### src/rtl/rxr_pkg.sv
package rxr_pkg;
  localparam int WORD_W     = 32;
  localparam int WORD_BYTES = WORD_W / 8;
  localparam int DESC_LEN_W = 12;
  localparam int OWN_B      = 31;
  localparam int FSEG_B     = 30;
  localparam int LSEG_B     = 29;
  localparam int OVR_B      = 28;

  typedef enum logic [3:0] {
    ST_IDLE, ST_RD0, ST_RD1, ST_FILL, ST_WDAT,
    ST_DECIDE, ST_RNXT, ST_WST, ST_WFIRST, ST_DROP
  } rxr_state_e;

  // Descriptor status word: owner clear, optional last and overrun flags, length.
  function automatic logic [WORD_W-1:0] make_status(input logic [WORD_W-1:0] len_z,
                                                    input logic last,
                                                    input logic ovr);
    logic [WORD_W-1:0] w;
    w = len_z;
    w[OWN_B]  = 1'b0;
    w[LSEG_B] = last;
    w[OVR_B]  = ovr;
    return w;
  endfunction
endpackage

### src/rtl/rxr_ring_ptr.sv
module rxr_ring_ptr #(
  parameter int AW   = 32,
  parameter int STEP = 8
) (
  input  logic          clk,
  input  logic          rst_n,
  input  logic          start_we,
  input  logic [AW-1:0] start_d,
  input  logic          end_we,
  input  logic [AW-1:0] end_d,
  input  logic          wrap_mode,
  input  logic          advance,
  output logic [AW-1:0] ring_start,
  output logic [AW-1:0] ring_end,
  output logic [AW-1:0] cur_ptr,
  output logic [AW-1:0] next_ptr
);
  // Mode 0 compares after the step, mode 1 compares before it.
  function automatic logic [AW-1:0] ring_step(input logic [AW-1:0] cur,
                                              input logic [AW-1:0] st,
                                              input logic [AW-1:0] en,
                                              input logic          mode);
    logic [AW-1:0] inc;
    inc = cur + AW'(STEP);
    if (mode) return (cur == en) ? st : inc;
    else      return (inc == en) ? st : inc;
  endfunction

  assign next_ptr = ring_step(cur_ptr, ring_start, ring_end, wrap_mode);

  always_ff @(posedge clk) begin
    if (!rst_n) begin
      ring_start <= '0;
      ring_end   <= '0;
      cur_ptr    <= '0;
    end else begin
      if (start_we) begin
        ring_start <= start_d;
        cur_ptr    <= start_d;
      end else if (advance) begin
        cur_ptr <= next_ptr;
      end
      if (end_we) ring_end <= end_d;
    end
  end

  a_r10_start_loads_cur: assert property (@(posedge clk) disable iff (!rst_n)
    start_we |=> cur_ptr == $past(start_d));
  a_r9_mode1_wrap: assert property (@(posedge clk) disable iff (!rst_n)
    advance && !start_we && !end_we && wrap_mode && cur_ptr == ring_end |=> cur_ptr == ring_start);
  a_r9_mode0_step: assert property (@(posedge clk) disable iff (!rst_n)
    advance && !start_we && !wrap_mode && (cur_ptr + AW'(STEP)) != ring_end
    |=> cur_ptr == $past(cur_ptr) + AW'(STEP));
endmodule

### src/rtl/rxr_byte_packer.sv
module rxr_byte_packer #(
  parameter int WB = 4,
  parameter int LW = $clog2(WB)
) (
  input  logic            clk,
  input  logic            rst_n,
  input  logic            clr,
  input  logic            push,
  input  logic [LW-1:0]   lane,
  input  logic [7:0]      byte_in,
  output logic [8*WB-1:0] word,
  output logic [WB-1:0]   be
);
  always_ff @(posedge clk) begin
    if (!rst_n || clr) begin
      word <= '0;
      be   <= '0;
    end else if (push) begin
      word[8*lane +: 8] <= byte_in;
      be[lane]          <= 1'b1;
    end
  end

  a_r5_lane_marked: assert property (@(posedge clk) disable iff (!rst_n)
    push && !clr |=> be[$past(lane)] && word[8*$past(lane) +: 8] == $past(byte_in));
endmodule

### src/rtl/rxr_ring_writer.sv
module rxr_ring_writer #(
  parameter int ADDR_W    = 32,
  parameter int LEN_W     = rxr_pkg::DESC_LEN_W,
  parameter int MAX_FRAME = 2048,
  parameter int DESC_STEP = 8
) (
  input  logic              clk,
  input  logic              rst_n,
  input  logic              chan_en,
  input  logic              wrap_mode,
  input  logic              ring_start_we,
  input  logic [ADDR_W-1:0] ring_start_d,
  input  logic              ring_end_we,
  input  logic [ADDR_W-1:0] ring_end_d,
  input  logic              s_valid,
  input  logic [7:0]        s_data,
  input  logic              s_last,
  output logic              s_ready,
  output logic              mem_req,
  output logic              mem_we,
  output logic [ADDR_W-1:0] mem_addr,
  output logic [31:0]       mem_wdata,
  output logic [3:0]        mem_be,
  input  logic              mem_ack,
  input  logic [31:0]       mem_rdata,
  output logic              rx_event,
  output logic              own_miss
);
  import rxr_pkg::*;

  localparam int WB     = WORD_BYTES;
  localparam int LANE_W = $clog2(WB);
  localparam int TOT_W  = $clog2(MAX_FRAME + 1);

  rxr_state_e        state;
  logic [ADDR_W-1:0] first_addr, buf_addr;
  logic [LEN_W-1:0]  dsize, cnt;
  logic [TOT_W-1:0]  tot;
  logic              is_first, frame_end, desc_done, saw_last;
  logic [31:0]       stat, first_stat;

  logic [ADDR_W-1:0] ring_start, ring_end, cur_ptr, next_ptr;
  logic              advance;
  logic [31:0]       pk_word;
  logic [WB-1:0]     pk_be;

  // Named internal events
  logic byte_take, end_now, full_now, word_full, wdat_done, desc_owned;

  assign s_ready    = (state == ST_FILL && cnt != dsize) || state == ST_DROP;
  assign byte_take  = state == ST_FILL && cnt != dsize && s_valid;
  assign end_now    = s_last || (tot + TOT_W'(1)) == TOT_W'(MAX_FRAME);
  assign full_now   = (cnt + LEN_W'(1)) == dsize;
  assign word_full  = cnt[LANE_W-1:0] == LANE_W'(WB - 1);
  assign wdat_done  = state == ST_WDAT && mem_ack;
  assign desc_owned = mem_rdata[OWN_B];
  assign advance    = state == ST_WST && (is_first || mem_ack);

  rxr_ring_ptr #(.AW(ADDR_W), .STEP(DESC_STEP)) u_ptr (
    .clk(clk), .rst_n(rst_n),
    .start_we(ring_start_we), .start_d(ring_start_d),
    .end_we(ring_end_we), .end_d(ring_end_d),
    .wrap_mode(wrap_mode), .advance(advance),
    .ring_start(ring_start), .ring_end(ring_end),
    .cur_ptr(cur_ptr), .next_ptr(next_ptr)
  );

  rxr_byte_packer #(.WB(WB)) u_pack (
    .clk(clk), .rst_n(rst_n), .clr(wdat_done), .push(byte_take),
    .lane(cnt[LANE_W-1:0]), .byte_in(s_data),
    .word(pk_word), .be(pk_be)
  );

  // Memory port: one outstanding request, chosen by state.
  always_comb begin
    mem_req   = 1'b0;
    mem_we    = 1'b0;
    mem_addr  = cur_ptr;
    mem_wdata = '0;
    mem_be    = '1;
    unique case (state)
      ST_RD0:    mem_req = 1'b1;
      ST_RD1:  begin
        mem_req  = 1'b1;
        mem_addr = cur_ptr + ADDR_W'(WB);
      end
      ST_RNXT: begin
        mem_req  = 1'b1;
        mem_addr = next_ptr;
      end
      ST_WDAT: begin
        mem_req   = 1'b1;
        mem_we    = 1'b1;
        mem_addr  = buf_addr;
        mem_wdata = pk_word;
        mem_be    = pk_be;
      end
      ST_WST: begin
        mem_req   = !is_first;
        mem_we    = 1'b1;
        mem_wdata = stat;
      end
      ST_WFIRST: begin
        mem_req           = 1'b1;
        mem_we            = 1'b1;
        mem_addr          = first_addr;
        mem_wdata         = first_stat;
        mem_wdata[FSEG_B] = 1'b1;
      end
      default: ;
    endcase
  end

  always_ff @(posedge clk) begin
    if (!rst_n) begin
      state      <= ST_IDLE;
      first_addr <= '0;
      buf_addr   <= '0;
      dsize      <= '0;
      cnt        <= '0;
      tot        <= '0;
      is_first   <= 1'b0;
      frame_end  <= 1'b0;
      desc_done  <= 1'b0;
      saw_last   <= 1'b0;
      stat       <= '0;
      first_stat <= '0;
      rx_event   <= 1'b0;
      own_miss   <= 1'b0;
    end else begin
      rx_event <= 1'b0;
      own_miss <= 1'b0;
      unique case (state)
        ST_IDLE: if (s_valid) begin
          first_addr <= cur_ptr;
          is_first   <= 1'b1;
          tot        <= '0;
          saw_last   <= 1'b0;
          state      <= (!chan_en || ring_start == '0) ? ST_DROP : ST_RD0;
        end
        ST_RD0: if (mem_ack) begin
          if (!desc_owned) begin
            own_miss <= 1'b1;
            state    <= ST_DROP;
          end else begin
            dsize <= mem_rdata[LEN_W-1:0];
            state <= ST_RD1;
          end
        end
        ST_RD1: if (mem_ack) begin
          buf_addr <= mem_rdata[ADDR_W-1:0];
          cnt      <= '0;
          state    <= ST_FILL;
        end
        ST_FILL: begin
          if (cnt == dsize) begin
            frame_end <= 1'b0;
            state     <= ST_DECIDE;
          end else if (byte_take) begin
            cnt <= cnt + LEN_W'(1);
            tot <= tot + TOT_W'(1);
            if (s_last) saw_last <= 1'b1;
            if (end_now || full_now || word_full) begin
              frame_end <= end_now;
              desc_done <= end_now || full_now;
              state     <= ST_WDAT;
            end
          end
        end
        ST_WDAT: if (mem_ack) begin
          buf_addr <= buf_addr + ADDR_W'(WB);
          state    <= desc_done ? ST_DECIDE : ST_FILL;
        end
        ST_DECIDE: begin
          if (frame_end) begin
            stat  <= make_status(32'(cnt), 1'b1, 1'b0);
            state <= ST_WST;
          end else begin
            state <= ST_RNXT;
          end
        end
        ST_RNXT: if (mem_ack) begin
          if (!desc_owned) begin
            stat     <= make_status(32'(cnt), 1'b1, 1'b1);
            own_miss <= 1'b1;
          end else begin
            stat  <= make_status(32'(cnt), 1'b0, 1'b0);
            dsize <= mem_rdata[LEN_W-1:0];
          end
          state <= ST_WST;
        end
        ST_WST: if (is_first || mem_ack) begin
          if (is_first) first_stat <= stat;
          is_first <= 1'b0;
          state    <= stat[LSEG_B] ? ST_WFIRST : ST_RD1;
        end
        ST_WFIRST: if (mem_ack) begin
          rx_event <= 1'b1;
          state    <= saw_last ? ST_IDLE : ST_DROP;
        end
        ST_DROP: if (s_valid && s_last) state <= ST_IDLE;
        default: state <= ST_IDLE;
      endcase
    end
  end

  a_r11_event_single: assert property (@(posedge clk) disable iff (!rst_n)
    rx_event |=> !rx_event);
  a_r6_owner_clear: assert property (@(posedge clk) disable iff (!rst_n)
    (state == ST_WST || state == ST_WFIRST) && mem_req |-> !mem_wdata[OWN_B]);
  a_r8_first_flag: assert property (@(posedge clk) disable iff (!rst_n)
    state == ST_WFIRST && mem_req |-> mem_wdata[FSEG_B] && mem_addr == first_addr);
  a_r2_frame_cap: assert property (@(posedge clk) disable iff (!rst_n)
    tot <= TOT_W'(MAX_FRAME));
  a_r5_be_shape: assert property (@(posedge clk) disable iff (!rst_n)
    state == ST_WDAT |-> mem_be[0] && ((mem_be & (mem_be + 4'd1)) == 4'd0));
  a_r4_quiet_when_off: assert property (@(posedge clk) disable iff (!rst_n)
    state == ST_IDLE && s_valid && !chan_en |=> !mem_req);
  a_r3_no_write_unowned: assert property (@(posedge clk) disable iff (!rst_n)
    state == ST_RD0 && mem_ack && !desc_owned |=> state == ST_DROP && !mem_req);
endmodule

### config.mk
export PLATFORM = sky130hd
export DESIGN_NAME = rxr_ring_writer
export DESIGN_NICKNAME = d
export VERILOG_FILES = /design/src/rtl/rxr_pkg.sv /design/src/rtl/rxr_ring_ptr.sv /design/src/rtl/rxr_byte_packer.sv /design/src/rtl/rxr_ring_writer.sv
export SDC_FILE = /design/constraint.sdc
export NUM_CORES = 1
export LEC_CHECK = 0
export ABC_AREA = 1
export BUFFER_PORTS_ARGS = -buffer_cell sky130_fd_sc_hd__buf_2
export CAP_MARGIN = 0
export CORE_ASPECT_RATIO = 0.7
export CORE_MARGIN = 3
export CORE_UTILIZATION = 50
export CTS_BUF_LIST = sky130_fd_sc_hd__clkbuf_4 sky130_fd_sc_hd__clkbuf_8 sky130_fd_sc_hd__clkbuf_16
export CTS_CLUSTER_SIZE = 14
export DETAILED_ROUTE_END_ITERATION = 8
export PLACE_DENSITY = 0.77
export SETUP_SLACK_MARGIN = 0.05
export SYNTH_ARGS = -nofsm -noshare
export SYNTH_HDL_FRONTEND = slang
export SYNTH_SLANG_ARGS = --single-unit
export TNS_END_PERCENT = 5
### constraint.sdc
create_clock -name clk -period 2.9 [get_ports clk]
set_clock_uncertainty 0.05 [all_clocks]
set_input_delay 0.87 -clock clk [delete_from_list [all_inputs] [get_ports clk]]
set_output_delay 0.87 -clock clk [all_outputs]
set_load 0.03 [all_outputs]
==> flow_summary_export.csv <==
group,metric,value,unit
critical_path,cp_num_cells,21,
cells_and_area,num_antenna_cells,0,
clock_tree,cts_tree,"built",
sta,worstMarginPinSlew,0.844,ns
sta,fin_crit_sh,157,%
placed_design,io_buffers,185,
critical_path,cpMaxStageDelayCell,"dfxtp_4",
synthesis,ys_types,52,
critical_path,path_max_fanout,7,
floorplan,rows,55,
critical_path,endpoint_kind,"primary output",
clock_tree,worstSkewPairLatency,0.59,ns
synthesis,ys_async_sr_fraction,0,%
grt,grt_pass1_vias,18800,
cells_and_area,nFillCells,2760,
sta,fin_crit,4.54,ns
grt,gr-total-overflow,0,
sta,max_freq,220,MHz
routing,ant_nets,0,
critical_path,cp_slowest_stage_delay,0.42,ns
sta,timing.hold.ws,0.399,ns
cells_and_area,drive_gt1_share,26.0,%
floorplan,die_w,224,µm
sta,layout_setup_ws,-1.64,ns
synthesis,syn_area,16700,µm²
status,violations,"negative setup slack",
sta,slew_violations,0,
sta,rsz0062_at_grt,"true",
routing,via_count,20600,
synthesis,ys.flop_type,"dfxtp_1",
grt,grt.met3_usage,15.8,%
critical_path,critical_path_required,1.98,ns
grt,grt_busiest_layer,"met1",
critical_path,start_kind,"register",
synthesis,synth_top_area_share,32.4,%
clock_tree,clkSlewWorstSetupHoldPaths,0.07,ns
routing,post_drt_via_cell_ratio,6.02,
floorplan,io_pins,186,
cells_and_area,synthToLayoutAreaGrowth,34.4,%
sta,setup_violations,80,
sta,setup_tns,-55.87,ns
grt,grt_max_degree,90,
synthesis,ys_seq_elements,270,
synthesis,synthTopCellsByArea,"dfxtp_1, nand2_1, o21ai_0",
placed_design,dpl.hpwl,58100,µm
status,status,"finished with violations",
synthesis,synth-edff-count,0,
synthesis,syn_area_per_cell,6.51,µm²
worst_hold_path,hp-class,"register to register",
synthesis,yosys_warnings,0,
floorplan,die_h,159,µm
sta,hold_violations,0,
placed_design,dp.cells,3322,
grt,grt_pass1_wl,115000,µm
placed_design,pre_cts_slack,-1.27,ns
floorplan,initial_utilization,51.2,%
grt,use_met1,62.1,%
job,drv_cap,0,
power,powerDensity,649,nW/µm²
floorplan,core,32600,µm²
synthesis,ys_seq_area_share,32.4,%
grt,antenna_found_initial,0,
power,pwr-share-seq,31.5,%
synthesis,synthCells,2562,
routing,route.detailed.drc,0,
synthesis,synth_top_cell_by_area,"dfxtp_1",
power,pwr-share-comb,41.1,%
clock_tree,clock-root-buffer,"clkbuf_16",
power,vdd_drop_max,0.565,mV
power,p_int,8.54,mW
critical_path,crit_family,"simple AND/OR/NAND/NOR gates",
critical_path,arrival,3.62,ns
clock_tree,clock_sinks,270,
cells_and_area,fin_util,68.8,%
power,p_sw_share,41.4,%
cells_and_area,final_cell_mix,"nand2_1, buf_4, inv_1, dfxtp_1, o21ai_0",
routing,drtIter0Drc,3362,
clock_tree,htreeDepth,1,
floorplan,die_area,35600,µm²
cells_and_area,fin_nets,3090,
placed_design,gp_congestion,1.10,
sta,slew_headroom,43.6,%
routing,first_pass_iters,9,
clock_tree,cts_buffers,29,
routing,wl_per_cell,22.7,µm
grt,grt_usage,41.7,%
synthesis,syn-num-nets,2687,
cells_and_area,finalNonFillerCells,3413,
critical_path,cp_cell_sequence,"ha_4 -> inv_4 -> nor2_4 -> nand2_4 -> nand2_2 -> nand2_2 -> nand2_4 -> nand2_2 -> nor2_4 -> nand2_1 -> nor2_1 -> nand2_1 -> nor2_4 -> nand2_4 -> buf_8 -> buf_12 -> nand3_2 -> nand3b_1 -> nand2_1 -> nand4_1 -> buf_6",
power,leakage,9.63,nW
power,clkPwrFrac,27.5,%
clock_tree,ctsLongestPathBuffers,3,
routing,routed_wl,77400,µm
power,switchingPower,6.02,mW
cells_and_area,final_common_cell,"nand2_1",
critical_path,path_buf_inv,4,
critical_path,worst-setup-path-type,"register to primary output",
critical_path,rr_worst_depth,33,
grt,gr-usage-met2,56.0,%
worst_hold_path,min_path_cells,2,
[power by group through the flow]
stage / registers (mW) / logic, mW / clock network (mW)
after global routing: 4.62 / 6.32 / 4.15
final: 4.58 / 5.98 / 4.00
after detailed placement: 4.61 / 5.27 / 0
after global placement: 4.59 / 5.20 / 0
after floorplan: 4.45 / 3.14 / 0
after CTS: 4.54 / 5.75 / 4.01
[worst min-delay path, stage by stage, from the launching register on]
cell	delay, ns
dfxtp_1	0.30
inv_1	0.05
a21oi_1	0.05
[sequential cells by signal (all words and copies together), names as in the netlist, 4 cells and up]
| name | cells |
|---|---|
| u_pack.word | 32 |
| tot | 12 |
| first_addr | 32 |
| cnt | 12 |
| u_ptr.ring_end | 32 |
| buf_addr | 32 |
| u_ptr.ring_start | 32 |
| state | 4 |
| first_stat | 14 |
| dsize | 12 |
| u_pack.be | 4 |
| u_ptr.cur_ptr | 32 |
| stat | 14 |
[repair_timing]
item                       CTS  global route
gates resized for setup    214            71
hold endpoints to repair     0             0
setup endpoints to repair  103           111
buffers inserted            66            13
hold buffers                 0             0
pin swaps                   32            36
[cell usage after synthesis, types with 15 or more instances]
cell type,number
buf_4,17
nor3_1,31
clkbuf_1,111
a211oi_1,28
nor4_1,21
dfxtp_1,270
o21ai_0,232
buf_2,20
buf_1,15
a21oi_1,225
inv_1,299
o22ai_1,23
nand3_1,145
nor2_1,246
nand2_1,479
a31oi_1,24
o211ai_1,16
nand3b_1,20
xnor2_1,21
o221ai_1,15
xor2_1,67
nand4_1,119
[metrics by stage]
stage | area [µm²] | total power [mW]
2_1_floorplan | 16800 | 7.60
3_3_place_gp | 20100 | 9.79
3_5_place_dp | 20100 | 9.88
4_1_cts | 22400 | 14.3
5_1_grt | 22400 | 15.1
6_report | 22400 | 14.6
[metal layers]
metal | vias up | part of all wire [%] | routed length, µm
met3 | 184 | 16 | 12400
met1 | 9578 | 42 | 32900
li1 | 9352 | - | -
met2 | 1439 | 38 | 29700
met5 | - | 0 | 0
met4 | 0 | 3.2 | 2460
[path summary, 6_finish.rpt]
kind | startpoint | to | slack (ns)
setup / recovery | u_ptr.cur_ptr[4] | mem_addr[11] | -1.64
hold / removal | first_addr[13] | first_addr[13] | 0.40
setup reg to reg | u_ptr.cur_ptr[4] | u_ptr.cur_ptr[2] | -1.40
hold reg to reg | first_addr[13] | first_addr[13] | 0.40
[layout make-up]
type / count / area (µm²) / area share (%)
Multi-Input combinational cell: 1817 / 9880 / 44.1
Tap cell: 427 / 534 / 2.38
Inverter: 308 / 1170 / 5.22
Clock buffer: 40 / 858 / 3.83
Clock inverter: 12 / 153 / 0.681
Timing Repair Buffer: 539 / 4400 / 19.6
Sequential cell: 270 / 5430 / 24.2
[cell families after synthesis]
kind of cell | synth area share [%]
compound gates | 19.3
xor+xnor | 4.75
fa+ha+maj | 0.900
buf+inv | 11.3
flops | 32.4
simple gates | 31.4
(Power assumes the default switching activity.)
